### src/rtl/gpio_byte_irq.sv
module gpio_byte_irq #(
  parameter int N = 32
) (
  input  logic         clk,
  input  logic         rst_n,
  input  logic         wr_en,
  input  logic [11:0]  addr,
  input  logic [7:0]   wdata,
  output logic [7:0]   rdata,
  input  logic [N-1:0] pin_in,
  output logic [N-1:0] pin_out,
  output logic [N-1:0] pin_oe,
  output logic         irq
);
  localparam int IW = $clog2(N);

  logic [N-1:0] cfg, dout, en, pol, edg, dual, status;
  logic [N-1:0] s1, s2, s3;
  logic [N-1:0] hit, rise, fall, lvl, evt, v;
  logic [N-1:0] m_cfg, m_out, m_en, m_pol, m_edg, m_dual, clr;

  wire [4:0]    bank = addr[11:7];
  wire [IW-1:0] idx  = addr[IW-1:0];
  wire          ok   = (addr[6:IW] == '0) && (32'(idx) < N);

  assign hit    = ok ? ({{(N-1){1'b0}}, 1'b1} << idx) : '0;
  assign m_cfg  = (wr_en && bank == 5'h10) ? hit : '0;
  assign m_out  = (wr_en && bank == 5'h12) ? hit : '0;
  assign m_en   = (wr_en && bank == 5'h16) ? hit : '0;
  assign m_pol  = (wr_en && bank == 5'h18) ? hit : '0;
  assign m_edg  = (wr_en && bank == 5'h1A) ? hit : '0;
  assign m_dual = (wr_en && bank == 5'h1F) ? hit : '0;
  assign clr    = (wr_en && bank == 5'h1C && wdata[0]) ? hit : '0;

  assign rise = s2 & ~s3;
  assign fall = ~s2 & s3;
  assign lvl  = ~(s2 ^ pol);
  assign evt  = (~edg & lvl)
              | (edg & dual & (rise | fall))
              | (edg & ~dual & ((pol & rise) | (~pol & fall)));

  always_ff @(posedge clk) begin
    if (!rst_n) begin
      cfg    <= '1;
      dout   <= '0;
      en     <= '0;
      pol    <= '0;
      edg    <= '0;
      dual   <= '0;
      status <= '0;
      s1     <= '0;
      s2     <= '0;
      s3     <= '0;
      irq    <= 1'b0;
    end else begin
      cfg    <= (cfg  & ~m_cfg)  | (m_cfg  & {N{wdata[0]}});
      dout   <= (dout & ~m_out)  | (m_out  & {N{wdata[0]}});
      en     <= (en   & ~m_en)   | (m_en   & {N{wdata[0]}});
      pol    <= (pol  & ~m_pol)  | (m_pol  & {N{wdata[0]}});
      edg    <= (edg  & ~m_edg)  | (m_edg  & {N{wdata[0]}});
      dual   <= (dual & ~m_dual) | (m_dual & {N{wdata[0]}});
      status <= (status & ~clr) | evt;
      s1     <= pin_in;
      s2     <= s1;
      s3     <= s2;
      irq    <= |(status & en);
    end
  end

  always_comb begin
    case (bank)
      5'h10:   v = cfg;
      5'h12:   v = dout;
      5'h14:   v = s2;
      5'h16:   v = en;
      5'h18:   v = pol;
      5'h1A:   v = edg;
      5'h1E:   v = status;
      5'h1F:   v = dual;
      default: v = '0;
    endcase
  end

  assign rdata   = {7'b0, ok & v[idx]};
  assign pin_oe  = ~cfg;
  assign pin_out = dout;
endmodule

### config.mk
export PLATFORM = sky130hd
export DESIGN_NAME = gpio_byte_irq
export DESIGN_NICKNAME = d
export VERILOG_FILES = /design/src/rtl/gpio_byte_irq.sv
export SDC_FILE = /design/constraint.sdc
export NUM_CORES = 1
export LEC_CHECK = 0
export ABC_AREA = 1
export BUFFER_PORTS_ARGS = -buffer_cell sky130_fd_sc_hd__buf_2
export CAP_MARGIN = 20
export CORE_MARGIN = 3
export CORE_UTILIZATION = 61
export DETAILED_ROUTE_END_ITERATION = 10
export PLACE_DENSITY = 0.81
export SETUP_SLACK_MARGIN = 0.02
export SLEW_MARGIN = 20
export SYNTH_ARGS = -nofsm -noshare
export SYNTH_HDL_FRONTEND = slang
export SYNTH_SLANG_ARGS = --single-unit
export TNS_END_PERCENT = 5
### constraint.sdc
create_clock -name clk -period 1.75 [get_ports clk]
set_clock_uncertainty 0.2 [all_clocks]
set_input_delay 0 -clock clk [delete_from_list [all_inputs] [get_ports clk]]
set_output_delay 0 -clock clk [all_outputs]
set_load 0.1 [all_outputs]
==> summary.md <==
| Metric | Value |
|---|---|
| Status | `complete, but fails checks` |
| Failing checks | `negative setup slack` |
| Fmax | `430 MHz` |
| Mux contribution to synthesized area | `1.29%` |
| Setup crit start kind | `flip-flop` |
| Clk pwr share | `46.4%` |
| P_int | `12700 uW` |
| PortBufs | `113` |
| Pins Over Slew Limit | `0` |
| Maximum clock path buffer count | `3` |
| Final setup TNS | `-0.574 ns` |
| Root Buffer | `clkbuf_16` |
| Crit Path Class | `reg2out` |
| Final Cell Area | `21300 um^2` |
| Vias in the first global route | `18600` |
| Worst skew pair latency | `0.53 ns` |
| First-pass DRT Iterations | `7` |
| Die Wd | `170 um` |
| Initial Util | `62.5%` |
| Switch share | `24.2%` |
| GR Overflow Total | `0` |
| Layout cell share with drive strength beyond 1 | `18.4%` |
| Synthesized area | `16400 um^2` |
| Via density | `6.15` |
| R2r worst-path depth | `6` |
| Largest family of logic cells by synthesized area | `simple AND/OR/NAND/NOR gates` |
| Req. time, crit path | `1.55 ns` |
| DRC Markers | `0` |
| DR iter-0 viols | `2993` |
| Antenna violations before repair | `1` |
| XOR/XNOR share of the synthesized area | `0.426%` |
| Gpl congestion | `1.04` |
| Period utilisation layout | `133%` |
| Worst Setup End Kind | `primary output` |
| Largest net degree at the start of global routing | `81` |
| Slew headroom | `59.9%` |
| Layout Cells excl Fill | `3107` |
| Post-detail-place hpwl | `41100 um` |
| Routed Wire Length | `62900 um` |
| Nets@finish | `2870` |
| Worst hold stages | `5` |
| Compound-cell area share of the yosys netlist | `17.6%` |
| PwrDens | `789 nW/um^2` |
| CTS H-tree depth | `2` |
| Synth warn | `0` |
| Area Overhead vs Synth | `29.3%` |
| CTS tree | `yes` |
| Max-cap violations | `0` |
| Placeable core area | `26300 um^2` |
| Peak supply drop | `1090 uV` |
| Final min period | `2.32 ns` |
| Sequential fraction of the synthesis area | `39.1%` |
| Clock-pin slew on the worst setup and hold paths | `0.06 ns` |
| Post-synth EDFFs | `0` |
| Synth Area per Inst | `6.85 um^2` |
| Worst EP arrival | `2.12 ns` |
| P_sw | `4050 uW` |
| Seq pwr share | `45.0%` |
| Comb pwr share | `8.6%` |
| Slew @ Worst Pin | `0.601 ns` |
| Rows | `59` |
| Yosys reg bits | `321` |
| Num CTS Buffers | `35` |
| Adder-cell share of the synthesized area | `4.87%` |
| Die height | `170 um` |
| Dpl cell area | `19200 um^2` |
| Placed insts | `2975` |
| Die Area | `28900 um^2` |
| Worst-path fanout max | `3` |
| Yosys cell types | `35` |
| Post-synthesis simple-gate area fraction | `25.5%` |
| Antenna Nets Post-Route | `0` |
| RSZ-0062 raised after global routing | `true` |
| Leakage | `0.00983 uW` |
| Total number of vias | `19100` |
| Mapped Cells | `2399` |
| Clk sink count | `321` |
| Fin worst setup slack | `-0.573 ns` |
| Gr usage total | `42.5%` |
| Post-CTS Setup Repair Bufs | `0` |
| DR WL/cell | `20.2 um` |
| Asr flop ratio synth | `0%` |
| Setup violators final | `2` |
| First-pass GRT wire length | `98000 um` |
| Final hold vios | `0` |
| Hold WC Path Type | `in2reg` |
| Ports | `128` |
| Top_reg_cell synth | `dfxtp_1` |
-- path summary, 6_finish.rpt --
kind / start / end / slack [ns]
worst max-delay path: status[16] / rdata[0] / -0.57
worst min-delay path: wr_en / status[22] / 0.05
worst max register to register: status[14] / irq / 0.02
worst min register to register: s1[26] / s2[26] / 0.21
-- layout make-up --
type | count | area, um^2
well taps | 335 | 419
diodes | 1 | 2.50
clock inverters | 5 | 103
flip-flops and latches | 321 | 6470
multi-input cells | 1620 | 8280
inverters | 328 | 1240
repair buffers | 445 | 3650
fillers | 1811 | 5020
clock buffers | 52 | 1090
-- synthesized netlist by cell type, types with 2 or more instances --
master,number,area share [%]
a22o_1,6,0.32
nor2_1,150,3.4
a31oi_1,8,0.30
dfxtp_1,321,39
inv_1,318,7.3
nor3_1,57,1.7
a21oi_1,235,7.2
nand2_2,3,0.11
o21ai_1,2,0.061
o31ai_1,4,0.18
or2_2,5,0.19
a221oi_1,6,0.32
inv_2,9,0.21
nor2_2,6,0.23
nor2_4,6,0.41
o21ai_0,269,8.2
nand2_1,434,9.9
mux2i_1,20,1.2
clkbuf_1,92,2.1
a22oi_1,6,0.27
o22ai_1,3,0.11
buf_4,16,0.73
a211o_1,5,0.27
o211ai_1,8,0.37
nand4_1,19,0.72
xnor2_1,8,0.43
ha_1,64,4.9
nand3_1,287,8.7
buf_2,26,0.79
-- routing by layer --
layer	track usage (%)	vias up	routed length (um)
li1	-	8560	-
met1	52.7	8725	22600
met2	68.3	1454	28400
met3	9.52	361	7990
met4	24.7	0	3910
met5	0	-	0
-- through the flow --
stage	total power (uW)	setup WS (ns)	hold slack (ns)	utilization, %
2_1_floorplan	8360	-0.328	-0.102	-
3_3_place_gp	8880	-0.341	-0.0211	73.2
3_5_place_dp	8910	-0.342	-0.0163	73.2
4_1_cts	16600	-0.518	0.0170	80.7
5_1_grt	17100	-0.691	0.0646	80.9
6_report	16800	-0.573	0.0457	80.9
-- cells in the final DEF, fill, tap and decap left out, types with 9 or more instances in the layout --
cell and n:
dfxtp_1 284, dlygate4sd3_1 72, buf_2 111, nor2_2 13
nor2_1 142, ha_1 64, inv_2 9, clkbuf_16 37
o21ai_0 268, clkbuf_8 11, inv_1 317, nand2_1 430
nand3_1 287, nand4_1 19, nor3_1 57, dfxtp_2 37
buf_4 228, buf_12 30, mux2i_1 20, a21oi_1 235
-- critical path, cell delays in order (launching register included) --
cell     delay, ns
dfxtp_1       0.34
nand3_1       0.09
nand2_1       0.05
nor2_1        0.10
nand2_1       0.07
nand2_1       0.06
nand2_1       0.06
nor2_2        0.15
nand2_1       0.09
nand2_1       0.08
nand2_1       0.06
nand2_2       0.09
nand2_2       0.07
nand2_4       0.08
nor2_4        0.04
buf_12        0.16
-- cell families after synthesis --
kind of cell / Yosys count
multiplexers: 21
AND/OR/NAND/NOR: 967
adder cells (fa/ha/maj): 64
flip-flops: 321
XOR/XNOR: 8
other: 1
buffers and inverters: 464
AO/OA/AOI/OAI: 553
-- power groups by stage --
stage / sequential [uW] / clock [uW] / combinational (uW)
CTS: 7530 / 7720 / 1360
global placement: 7680 / 0 / 1190
floorplan: 7680 / 0 / 682
global route: 7550 / 8070 / 1530
detailed placement: 7690 / 0 / 1220
finish: 7540 / 7780 / 1440
-- what timing repair did --
action / 4_1_cts / 5_1_grt
gates resized for setup: 10 / 15
pin swaps: 9 / 7
hold endpoints to repair: 289 / 0
setup endpoints to repair: 2 / 20
hold buffers: 74 / 0
(Power assumes the default switching activity.)
